==> config.mk <==
export PLATFORM = sky130hd
export DESIGN_NAME = async_byte_rx
export DESIGN_NICKNAME = d
export VERILOG_FILES = /design/src/rtl/async_byte_rx_pkg.sv /design/src/rtl/rx_tick_gen.sv /design/src/rtl/rx_control.sv /design/src/rtl/rx_datapath.sv /design/src/rtl/async_byte_rx.sv
export SDC_FILE = /design/constraint.sdc
export NUM_CORES = 1
export LEC_CHECK = 0
export BUFFER_PORTS_ARGS = -buffer_cell sky130_fd_sc_hd__clkbuf_2
export CORE_MARGIN = 2
export CORE_UTILIZATION = 45
export CTS_CLUSTER_SIZE = 14
export DETAILED_ROUTE_END_ITERATION = 12
export PLACE_DENSITY = 0.69
export SLEW_MARGIN = 20
export SYNTH_ARGS = -nofsm -noshare
export SYNTH_HDL_FRONTEND = slang
export SYNTH_SLANG_ARGS = --single-unit
==> constraint.sdc <==
create_clock -name clk -period 2.9 [get_ports clk]
set_input_delay 0.145 -clock clk [delete_from_list [all_inputs] [get_ports clk]]
set_output_delay 0.145 -clock clk [all_outputs]
set_load 0.02 [all_outputs]
==> src/rtl/async_byte_rx_pkg.sv <==
package async_byte_rx_pkg;

  localparam int OVERSAMPLE = 16;
  localparam int CNT_W      = 4;

  typedef struct packed {
    logic startFrame;
    logic shiftBit;
    logic checkParity;
    logic finishFrame;
  } rxStrobe_t;

endpackage

==> src/rtl/rx_tick_gen.sv <==
module rx_tick_gen #(
  parameter int DIV = 813
) (
  input  logic clk,
  input  logic rstN,
  output logic tick
);
  generate
    if (DIV <= 1) begin : g_every
      assign tick = 1'b1;
    end else begin : g_div
      localparam int W = $clog2(DIV);
      localparam logic [W-1:0] LAST = W'(DIV - 1);
      logic [W-1:0] divCnt;
      always_ff @(posedge clk) begin
        if (!rstN) divCnt <= '0;
        else if (divCnt == LAST) divCnt <= '0;
        else divCnt <= divCnt + 1'b1;
      end
      assign tick = (divCnt == LAST);
    end
  endgenerate
endmodule

==> src/rtl/rx_control.sv <==
module rx_control
  import async_byte_rx_pkg::*;
#(
  parameter int DATA_BITS = 8
) (
  input  logic             clk,
  input  logic             rstN,
  input  logic             tick,
  input  logic             lineSync,
  output rxStrobe_t        strobe,
  output logic [CNT_W-1:0] sampleIdx,
  output logic [CNT_W-1:0] bitIdx
);
  localparam logic [CNT_W-1:0] MID      = CNT_W'(OVERSAMPLE / 2 - 1);
  localparam logic [CNT_W-1:0] LAST     = CNT_W'(OVERSAMPLE - 1);
  localparam logic [CNT_W-1:0] DATA_END = CNT_W'(DATA_BITS);
  localparam logic [CNT_W-1:0] PAR_IDX  = CNT_W'(DATA_BITS + 1);
  localparam logic [CNT_W-1:0] STOP_IDX = CNT_W'(DATA_BITS + 2);

  typedef enum logic {ST_IDLE, ST_FRAME} rxState_t;
  rxState_t state;
  logic abortFrame;

  always_comb begin
    strobe     = '0;
    abortFrame = 1'b0;
    if (tick) begin
      if (state == ST_IDLE) begin
        strobe.startFrame = !lineSync;
      end else if (sampleIdx == MID) begin
        if (bitIdx == '0)           abortFrame         = lineSync;
        else if (bitIdx <= DATA_END) strobe.shiftBit    = 1'b1;
        else if (bitIdx == PAR_IDX)  strobe.checkParity = 1'b1;
        else if (bitIdx == STOP_IDX) strobe.finishFrame = 1'b1;
      end
    end
  end

  always_ff @(posedge clk) begin
    if (!rstN) begin
      state     <= ST_IDLE;
      sampleIdx <= '0;
      bitIdx    <= '0;
    end else if (tick) begin
      if (state == ST_IDLE) begin
        sampleIdx <= '0;
        bitIdx    <= '0;
        if (strobe.startFrame) state <= ST_FRAME;
      end else if (abortFrame || strobe.finishFrame) begin
        state     <= ST_IDLE;
        sampleIdx <= '0;
        bitIdx    <= '0;
      end else if (sampleIdx == LAST) begin
        sampleIdx <= '0;
        bitIdx    <= bitIdx + 1'b1;
      end else begin
        sampleIdx <= sampleIdx + 1'b1;
      end
    end
  end
endmodule

==> src/rtl/rx_datapath.sv <==
module rx_datapath
  import async_byte_rx_pkg::*;
#(
  parameter int DATA_BITS = 8
) (
  input  logic                 clk,
  input  logic                 rstN,
  input  logic                 serialIn,
  input  rxStrobe_t            strobe,
  output logic                 lineSync,
  output logic [DATA_BITS-1:0] rxData,
  output logic                 rxValid,
  output logic                 parityErr,
  output logic                 frameErr
);
  logic [1:0]           syncQ;
  logic [DATA_BITS-1:0] shiftReg;
  logic [DATA_BITS-1:0] shiftRev;
  logic                 parPend;

  always_ff @(posedge clk) begin
    if (!rstN) syncQ <= 2'b11;
    else       syncQ <= {syncQ[0], serialIn};
  end
  assign lineSync = syncQ[1];

  // first bit in ends up at the top of a left shifter; reverse on load
  generate
    for (genvar i = 0; i < DATA_BITS; i++) begin : g_rev
      assign shiftRev[i] = shiftReg[DATA_BITS-1-i];
    end
  endgenerate

  always_ff @(posedge clk) begin
    if (!rstN) begin
      shiftReg <= '0;
      parPend  <= 1'b0;
    end else begin
      if (strobe.startFrame) parPend <= 1'b0;
      if (strobe.shiftBit) shiftReg <= {shiftReg[DATA_BITS-2:0], lineSync};
      if (strobe.checkParity) parPend <= (^shiftReg) ^ lineSync;
    end
  end

  always_ff @(posedge clk) begin
    if (!rstN) begin
      rxData    <= '0;
      rxValid   <= 1'b0;
      parityErr <= 1'b0;
      frameErr  <= 1'b0;
    end else begin
      rxValid <= strobe.finishFrame;
      if (strobe.finishFrame) begin
        rxData    <= shiftRev;
        parityErr <= parPend;
        frameErr  <= !lineSync;
      end
    end
  end
endmodule

==> src/rtl/async_byte_rx.sv <==
module async_byte_rx
  import async_byte_rx_pkg::*;
#(
  parameter int CLK_HZ    = 125_000_000,
  parameter int BIT_RATE  = 9600,
  parameter int DATA_BITS = 8
) (
  input  logic                 clk,
  input  logic                 rstN,
  input  logic                 serialIn,
  output logic [DATA_BITS-1:0] rxData,
  output logic                 rxValid,
  output logic                 parityErr,
  output logic                 frameErr
);
  localparam int TICK_DIV = CLK_HZ / (BIT_RATE * OVERSAMPLE);

  logic             tick;
  logic             lineSync;
  rxStrobe_t        strobe;
  logic [CNT_W-1:0] sampleIdx;
  logic [CNT_W-1:0] bitIdx;

  rx_tick_gen #(.DIV(TICK_DIV)) u_tick (
    .clk(clk), .rstN(rstN), .tick(tick)
  );

  rx_control #(.DATA_BITS(DATA_BITS)) u_ctrl (
    .clk(clk), .rstN(rstN), .tick(tick), .lineSync(lineSync),
    .strobe(strobe), .sampleIdx(sampleIdx), .bitIdx(bitIdx)
  );

  rx_datapath #(.DATA_BITS(DATA_BITS)) u_dp (
    .clk(clk), .rstN(rstN), .serialIn(serialIn), .strobe(strobe),
    .lineSync(lineSync), .rxData(rxData), .rxValid(rxValid),
    .parityErr(parityErr), .frameErr(frameErr)
  );
endmodule

==> results.toml, run 1 <==
[setup_path]
cp_max_fo = 13
critPathMaxStageDelay_ps = 480
rr_worst_depth = 5
r2r-start = "u_ctrl.sampleIdx[0]"
r2r_slack_ps = 760
worstPathArrival_ps = 2320
r2r-end = "u_ctrl.bitIdx[2]"
path_class = "register to register"
worstSetupPathDepth = 5
critPathLaunch = "u_ctrl.sampleIdx[0]"
crit_family = "simple AND/OR/NAND/NOR gates"
crit_slowest_cell = "nand4_1"
worstSetupEndpoint = "u_ctrl.bitIdx[2]"
cp-end-kind = "register"
required_ps = 3080
cp-start-kind = "register"
path_cells = "ha_1, and3b_1, nand4_1, o2111ai_1, o211ai_1"
cp_num_buf_inv = 0

[cells_and_area]
seq_area_sq_um = 820.8
diodes = 0
final_area_sq_um = 2288
final_cell_mix = "dfxtp_1, a21oi_1, nand3_1"
final.fill_count = 425
fin_nets = 246
drive_above_1_share_pct = 13.98
multiInputGateArea_sq_um = 1207
syn_to_final_growth_pct = 8.353
final_common_cell = "dfxtp_1"
fin_cells = 288

[synthesis]
syn_inst = 226
ys_types = 47
yosysSeqAreaShare_pct = 38.86
avgSynthCellArea_sq_um = 9.345
syn_area_sq_um = 2112
synthTopCellsByArea = "dfxtp_1, xnor2_1, a21oi_1"
synth-edff-count = 0
yosys.area.top_type = "dfxtp_1"
ys.flop_type = "dfxtp_1"
syn_nets = 236
ys_ff_latch = 41
synthArstFlopShare_pct = 0
synth_warnings = 0
synth.top_cell.area_share_pct = 38.86

[route]
drt_iter0_drc = 91
drc = 0
dr.pass1.iters = 4
routedWlPerCell_microns = 14.83
viasPerCell = 5.694
vias = 1640
routed_wl_microns = 4272
ant_nets = 0

[clock_tree]
clock-sinks = 41
clk_pin_slew_ps = 80
cts_root_buffer = "clkbuf_8"
ctsResizeCount = 0
cts_tree = "yes"
cts_buffers = 5
clkLatencyLatePin_ps = 300
clock_path_buffers = 2
h-tree-depth = 2
cts_setup_buffers = 0
ctsHoldBuffers = 0

[timing]
setup_tns_ps = 0
whs_ps = 26.02
drv_slew = 0
fin_crit_sh_pct = 73.87
setup_violations = 0
worst-slew-pin-transition_ps = 774.7
fmax_mhz = 466.8
slew_headroom_pct = 48.29
timing.final.crit_period_ps = 2142
clock-skew-final_ps = 7.228
rsz0062_at_grt = "no"
finalHoldViolations = 0

[worst_hold_path]
whs_path_depth = 2
hold_start = "serialIn"
hold_path_class = "input pin to register"

[global_routing]
use_met3_pct = 4.167
top_usage_layer = "met2"
grt_pass1_vias = 1581
grt_pass1_wl_microns = 7583
grt_max_degree = 25
grtUsageMet2_pct = 28.44
grt_overflow_total = 0
gr-usage-met1_pct = 24.48
grtUsageTotal_pct = 18.58
antenna_found_initial = 0

[flow_run]
drv_cap = 0

[place]
place_area_sq_um = 2185
dp_cells = 281
dp_hpwl_microns = 3074
port-buffer-count = 13
place_congestion = 0.8295

[floorplan]
fp.dieH_microns = 72.51
placementRows = 24
io_pins = 14
die_x_microns = 72.51
dieArea_sq_um = 5258
coreArea_sq_um = 4444
initial_core_util_pct = 47.52

[outcome]
status = "finished clean"

[power]
internal_power_mw = 0.8317
seqPwrFrac_pct = 54.6
p_sw_mw = 0.2290
ir_drop_mv = 0.3164
power_mw = 1.061
p_leak_nw = 0.7536
clkPwrFrac_pct = 41.7
sw_frac_of_total_pct = 21.59
power_density_nw_per_um2 = 463.5
comb_power_share_pct = 3.7
## flip-flops by register name, summed over array words and instances (netlist names)
register	cells
u_tick.g_div.divCnt	10
u_dp.parPend	1
u_dp.shiftReg	8
u_dp.rxData	8
u_ctrl.state	1
u_ctrl.bitIdx	4
u_dp.frameErr	1
u_ctrl.sampleIdx	4
u_dp.syncQ	2
u_dp.rxValid	1
u_dp.parityErr	1
## worst reg2reg max path, delay by kind of cell (launching register included)
family	cells	cell delay, ps
AND/OR/NAND/NOR	2	890
AO/OA/AOI/OAI	2	510
adder cells (fa/ha/maj)	1	250
flip-flops	1	370
## cell families after synthesis
group | share of synthesized area, %
AOI/OAI and AO/OA | 18.54
buffers and inverters | 3.969
adders and majority gates | 4.147
muxes | 0.9479
xor gates and xnor gates | 8.116
DFF | 38.86
and+or+nand+nor | 25.41
## how the worst min path moves through the flow
stage                               end  slack, ps
after CTS                 u_dp.syncQ[0]         20
final                     u_dp.syncQ[0]         30
after detailed placement  u_dp.syncQ[0]        330
after global placement    u_dp.syncQ[0]        330
after global routing      u_dp.syncQ[0]         30
after floorplan           u_dp.syncQ[0]        250
## synthesized netlist by cell type (5+ instances only)
master	n
nor2_1	14
nand2_1	11
clkbuf_1	6
o21ai_0	11
o31ai_1	8
o211ai_1	6
xnor2_1	14
a21oi_1	22
nand2b_1	5
ha_1	7
dfxtp_1	41
nand3_1	17
inv_1	7
nand4_1	9
## cell type report
| class | instances | area share (%) |
|---|---|---|
| tap | 52 | 2.843 |
| inverter | 7 | 1.148 |
| clock buffer | 5 | 3.007 |
| clock inverter | 2 | 1.531 |
| timing repair buffer | 13 | 2.843 |
| multi-input combinational | 168 | 52.76 |
| sequential | 41 | 35.87 |
## per-layer routing
metal | up-vias | share of wire (%)
met5 | - | 0
met2 | 34 | 46
li1 | 850 | -
met1 | 746 | 47
met3 | 10 | 4.1
met4 | 0 | 2.5
## per-stage QoR
stage / util [%] / worst slack (ps)
5_1_grt: 51.49 / 500.5
4_1_cts: 51.49 / 777.0
3_5_place_dp: 49.16 / 774.1
3_3_place_gp: 49.16 / 823.6
2_1_floorplan: - / 1269
6_report: 51.49 / 757.7
## power by group through the flow
stage	combinational (mW)	sequential [mW]	clock, mW
5_1_grt	0.0451	0.581	0.474
3_3_place_gp	0.0389	0.592	0
6_report	0.0391	0.579	0.442
4_1_cts	0.0394	0.579	0.455
2_1_floorplan	0.0345	0.587	0
3_5_place_dp	0.0392	0.592	0
No activity file was read; power rests on OpenSTA's default activity.
==> inputs of run 2 (changes only) <==
- ABC_AREA: not set -> 1
- PLACE_DENSITY: 0.69 -> 0.72
- clock period: 2.9 -> 1.92 ns (I/O delays scaled with it)
==> results.toml, run 2 <==
[synthesis]
syn_inst = 254
synth_top_family_by_area = "simple AND/OR/NAND/NOR gates"
syn_nets = 264
yosysSeqAreaShare_pct = 41.28
yosysMostFrequentCell = "dfxtp_1"
synthTopCellsByArea = "dfxtp_1, nand2_1, a21oi_1"
synth_xor_area_share_pct = 4.405
synth_warnings = 0
synthArstFlopShare_pct = 0
synth-edff-count = 0
avgSynthCellArea_sq_um = 7.827
synth_compound_area_share_pct = 13.59
synth_mux_area_share_pct = 0
synth-adder-area-share_pct = 4.405
yosys.area.top_type = "dfxtp_1"
ys.flop_type = "dfxtp_1"
synth.top_cell.area_share_pct = 41.28
syn_area_sq_um = 1988
synthSimpleGateAreaFrac_pct = 27.38
ys_types = 35
yosys-top-cells-count = "dfxtp_1, nand2_1, nor2_1, a21oi_1, inv_1"
ys_ff_latch = 41

[timing]
timing.final.crit_period_ps = 1725
slew_headroom_pct = 75.82
setup_tns_ps = 0
fmax_mhz = 579.7
fin_crit_sh_pct = 89.84
clock-skew-final_ps = 7.635
worst-slew-pin-transition_ps = 361.8
setup_slack_ps = 195.1
drv_slew = 0
finalHoldViolations = 0
setup_violations = 0

[cells_and_area]
regMostFlops = "u_tick.g_div.divCnt"
final_cell_mix = "dfxtp_1, nand2_1, nor2_1"
syn_to_final_growth_pct = 10.57
fin_util_pct = 51.19
drive_above_1_share_pct = 19.49
largestRegisters = "u_tick.g_div.divCnt (10), u_dp.rxData (8), u_dp.shiftReg (8)"
final_common_cell = "dfxtp_1"
fin_nets = 281
diodes = 0
final_area_sq_um = 2198
largest_reg_flops = 10

[global_routing]
use_met3_pct = 5.195
grtUsageTotal_pct = 16.57
antenna_found_initial = 0
grt_overflow_total = 0
grtUsageMet2_pct = 25.68
gr-usage-met1_pct = 20.90
grt_pass1_vias = 1460
grt_pass1_wl_microns = 6403
grt_max_degree = 20
top_usage_layer = "met2"

[power]
power_density_nw_per_um2 = 668.3
p_leak_nw = 0.8901
power_mw = 1.469
ir_drop_mv = 0.5389

[outcome]
status = "finished clean"

[place]
port-buffer-count = 13
dp_hpwl_microns = 2558
place_congestion = 0.8831
place_area_sq_um = 2091
dp_slack_ps = 124.2

[clock_tree]
cts_root_buffer = "clkbuf_8"
cts_setup_buffers = 0
cts_buffers = 5
clk_pin_slew_ps = 80
clkLatencyLatePin_ps = 300
clock_path_buffers = 2
cts_tree = "yes"
h-tree-depth = 2
clock-sinks = 41

[floorplan]
coreArea_sq_um = 4294
die_x_microns = 70.47
fp.dieH_microns = 70.47
initial_core_util_pct = 46.30
io_pins = 14
dieArea_sq_um = 4966
placementRows = 24

[route]
routed_wl_microns = 3598
drt_iter0_drc = 84
ant_nets = 0
drc = 0
dr.pass1.iters = 4
viasPerCell = 4.951
vias = 1604
routedWlPerCell_microns = 11.10

[worst_hold_path]
hold_path_class = "input pin to register"

[setup_path]
required_ps = 2130
path_class = "register to register"
cp_max_fo = 17
worstPathArrival_ps = 1930
cp-start-kind = "register"
cp-end-kind = "register"

[flow_run]
drv_cap = 0
-- run 2: changes by cell type after synthesis, moves of 4 or more --
cell and delta:
o211ai_1 -6, xnor2_1 -7, o31ai_1 -8, nor2b_1 -4, o21ai_0 +4, nor2_1 +18
inv_2 +8, nand4_1 -4, nand2b_1 -5, nand2_1 +24, nand2_2 +4, inv_1 +17
clkbuf_1 -4
-- run 2: through the flow --
step	cells	hold WS [ps]
after floorplan	254	202.6
after global placement	315	286.0
after detailed placement	315	292.7
final	324	168.1
after CTS	324	161.8
after global routing	324	208.0
-- run 2: area by class of cell --
type | instances | area, sq um
Fill cell | 420 | 2096
Sequential cell | 41 | 822.0
Timing Repair Buffer | 18 | 105.1
Clock buffer | 5 | 68.82
Clock inverter | 3 | 17.52
Multi-Input combinational cell | 173 | 994.7
Tap cell | 52 | 65.06
Inverter | 32 | 125.1
-- run 2: cells by family (layout without fill, tap and decap cells) --
group / after synthesis / after routing
simple gates: 107 / 107
flops: 41 / 41
buf+inv: 40 / 58
xor+xnor: 10 / 10
fa+ha+maj: 7 / 7
compound gates: 49 / 49
-- run 2: worst max-delay path: stages, from the launching register on --
cell,delay [ps]
dfxtp_1,410
inv_1,90
ha_1,240
nor2_2,130
nand3_1,80
nor2_1,170
nand2_4,150
inv_6,140
nor2_1,50
a211oi_1,180
-- run 2: path summary, 6_finish.rpt --
check / from / end / slack (ps) / depth (start not counted)
hold / removal: rstN / u_tick.g_div.divCnt[6] / 170 / 5
setup reg to reg: u_ctrl.bitIdx[1] / u_dp.frameErr / 200 / 9
setup / recovery: u_ctrl.bitIdx[1] / u_dp.frameErr / 200 / 9
hold reg to reg: u_dp.syncQ[0] / u_dp.syncQ[1] / 430 / 1
-- run 2: timing repair --
action | in CTS | in global routing
resized for setup | 0 | 5
endpoints found under the setup margin | 0 | 11
endpoints found under the hold margin | 1 | 0
hold buffers | 1 | 0
-- run 2: power by group --
part	total [mW]	leakage, nW	internal [mW]	switching, mW
Sequential	0.863	0.332	0.857	0.00582
Combinational	0.0475	0.514	0.0187	0.0288
Clock	0.559	0.0439	0.251	0.308
Total	1.47	0.890	1.13	0.343
-- run 2: layer usage --
layer  wire [microns]  vias up
li1                 -      856
met5                0        -
met2             1613       25
met4               78        0
met1             1744      717
met3              161        6
==> inputs of run 3 (changes only) <==
- PLACE_DENSITY: 0.72 -> 0.69
- SYNTH_HIERARCHICAL: not set -> 1
- clock period: 1.92 -> 1.75 ns (I/O delays scaled with it)
==> results.toml, run 3 <==
[outcome]
status = "finished with violations"
violations = "setup timing"

[timing]
setup_violations = 4
rsz0062_at_grt = "yes"
fin_crit_sh_pct = 101.7
clock-skew-final_ps = 5.495
whs_ps = 228.9
timing.final.crit_period_ps = 1779
setup_slack_ps = -28.93
finalHoldViolations = 0
fmax_mhz = 562.1
worst-slew-pin-transition_ps = 324.4
drv_slew = 0
setup_tns_ps = -60.94
slew_headroom_pct = 78.37

[clock_tree]
clk_pin_slew_ps = 80
clock-sinks = 41
cts_root_buffer = "clkbuf_8"
cts_tree = "yes"
clkLatencyLatePin_ps = 290
h-tree-depth = 2
cts_buffers = 5
clock_path_buffers = 2

[power]
comb_power_share_pct = 4.1
ir_drop_mv = 0.4634
internal_power_mw = 1.386
p_sw_mw = 0.3694
power_density_nw_per_um2 = 668.6
clkPwrFrac_pct = 42.0
sw_frac_of_total_pct = 21.04
p_leak_nw = 1.056
seqPwrFrac_pct = 53.9
power_mw = 1.756

[floorplan]
io_pins = 14
placementRows = 24
dieArea_sq_um = 4995
die_x_microns = 70.68
fp.dieH_microns = 70.68
coreArea_sq_um = 4324
initial_core_util_pct = 46.27

[route]
drt_iter0_drc = 139
dr.pass1.iters = 4
ant_nets = 0
routed_wl_microns = 4419
drc = 0
routedWlPerCell_microns = 12.24
viasPerCell = 4.947
vias = 1786

[synthesis]
synth_top_family_by_area = "simple AND/OR/NAND/NOR gates"
ys_ff_latch = 41
synth-adder-area-share_pct = 4.378
synth_warnings = 6
synth.top_cell.area_share_pct = 41.03
syn_inst = 268
ys_types = 26
yosysMostFrequentCell = "nand2_1"
ys.flop_type = "dfxtp_1"
synth_mux_area_share_pct = 0
synthTopCellsByArea = "dfxtp_1, nand2_1, inv_1"
synth_compound_area_share_pct = 11.94
yosys.area.top_type = "dfxtp_1"
yosysSeqAreaShare_pct = 41.03
synth_xor_area_share_pct = 4.378
yosys-top-cells-count = "nand2_1, dfxtp_1, inv_1, nor2_1, a21oi_1"
synthArstFlopShare_pct = 0
synthSimpleGateAreaFrac_pct = 29.39
synth-edff-count = 0
syn_nets = 278
avgSynthCellArea_sq_um = 7.465
syn_area_sq_um = 2001

[global_routing]
grt_overflow_total = 0
grt_pass1_vias = 1718
grt_pass1_wl_microns = 7555
grt_max_degree = 19
antenna_found_initial = 0
grtUsageTotal_pct = 18.87

[cells_and_area]
fin_nets = 319
diodes = 0
largestRegisters = "u_tick/g_div.divCnt (10), u_dp/rxData (8), u_dp/shiftReg (8)"
largest_reg_flops = 10
final_cell_mix = "nand2_1, dfxtp_1, inv_1"
final.fill_count = 380
multiInputGateArea_sq_um = 1177
drive_above_1_share_pct = 34.95
syn_to_final_growth_pct = 31.27
seq_area_sq_um = 825.8
regMostFlops = "u_tick/g_div.divCnt"
final_common_cell = "nand2_1"

[setup_path]
worstPathArrival_ps = 2010
path_class = "register to register"
cp-start-kind = "register"
cp-end-kind = "register"
cp_max_fo = 8
required_ps = 1980

[place]
port-buffer-count = 13
place_congestion = 0.8329
dp_slack_ps = -32.42
dp_hpwl_microns = 2944

[worst_hold_path]
hold_path_class = "input pin to register"

[flow_run]
drv_cap = 0
run 3: changes by cell type after synthesis, moves of 4 or more:
cell     delta
nand2_1    +16
nand2_2     -4
inv_2       -7
o21ai_0     +4
inv_1      +12
nand3_1     +5
run 3: routing by layer:
metal,wire [microns],up-vias,GRT usage (%),share of wire (%)
met2,2124,26,31.34,48
met1,2084,812,24.40,47
li1,-,939,-,-
met4,62,0,6.499,1.4
met3,147,9,4.131,3.3
met5,0,-,0,0
run 3: area by class of cell:
cell class / count / area share [%]
inverter: 37 / 5.479
tap: 52 / 2.477
clock buffer: 5 / 2.620
sequential: 41 / 31.44
multi-input combinational: 184 / 44.83
timing repair buffer: 40 / 11.82
clock inverter: 2 / 1.334
run 3: critical path, stage by stage, from the launching register on:
cell and delay (ps):
dfxtp_2 330, inv_2 60, nand4_1 120, nor4_2 260
buf_4 180, nand3_4 70, nor2_4 100, nand3_4 150
inv_6 130, buf_12 120, o21ai_1 90, a21oi_2 120
run 3: power by group through the flow:
stage	Combinational [mW]	Clock, mW	Sequential (mW)
after floorplan	0.0312	0	0.968
after global placement	0.0567	0	0.966
after detailed placement	0.0589	0	0.966
after CTS	0.0695	0.756	0.946
after global routing	0.0798	0.788	0.947
final	0.0724	0.737	0.946
run 3: worst paths after layout:
kind                                             start             end  slack [ps]  depth (start not counted)
worst min-delay path                              rstN  u_dp/parityErr         230                          3
worst max register to register  u_tick/g_div.divCnt[4]  u_dp/rxData[5]         -30                         11
worst max-delay path            u_tick/g_div.divCnt[4]  u_dp/rxData[5]         -30                         11
worst min register to register           u_dp/syncQ[0]   u_dp/syncQ[1]         420                          1
run 3: repair_timing:
action	4_1_cts	5_1_grt
setup endpoints to repair	18	29
hold buffers	1	0
setup buffers	1	1
resized for setup	48	17
endpoints found under the hold margin	1	0
pin swaps	20	11
cloned	2	1
run 3: cell families (layout without fill, tap and decap cells):
logic type               Yosys count  count (layout)
AO/OA/AOI/OAI                     45              45
XOR/XNOR                          10              10
adder cells (fa/ha/maj)            7               7
buffers and inverters             44              84
flip-flops                        41              41
AND/OR/NAND/NOR                  121             122
run 3: stage by stage:
| step | util, % | instances | cell area, sq um |
|---|---|---|---|
| after global placement | 53.07 | 349 | 2295 |
| after global routing | 60.73 | 361 | 2626 |
| final | 60.73 | 361 | 2626 |
| after floorplan | - | 268 | 2031 |
| after CTS | 59.92 | 360 | 2591 |
| after detailed placement | 53.07 | 349 | 2295 |
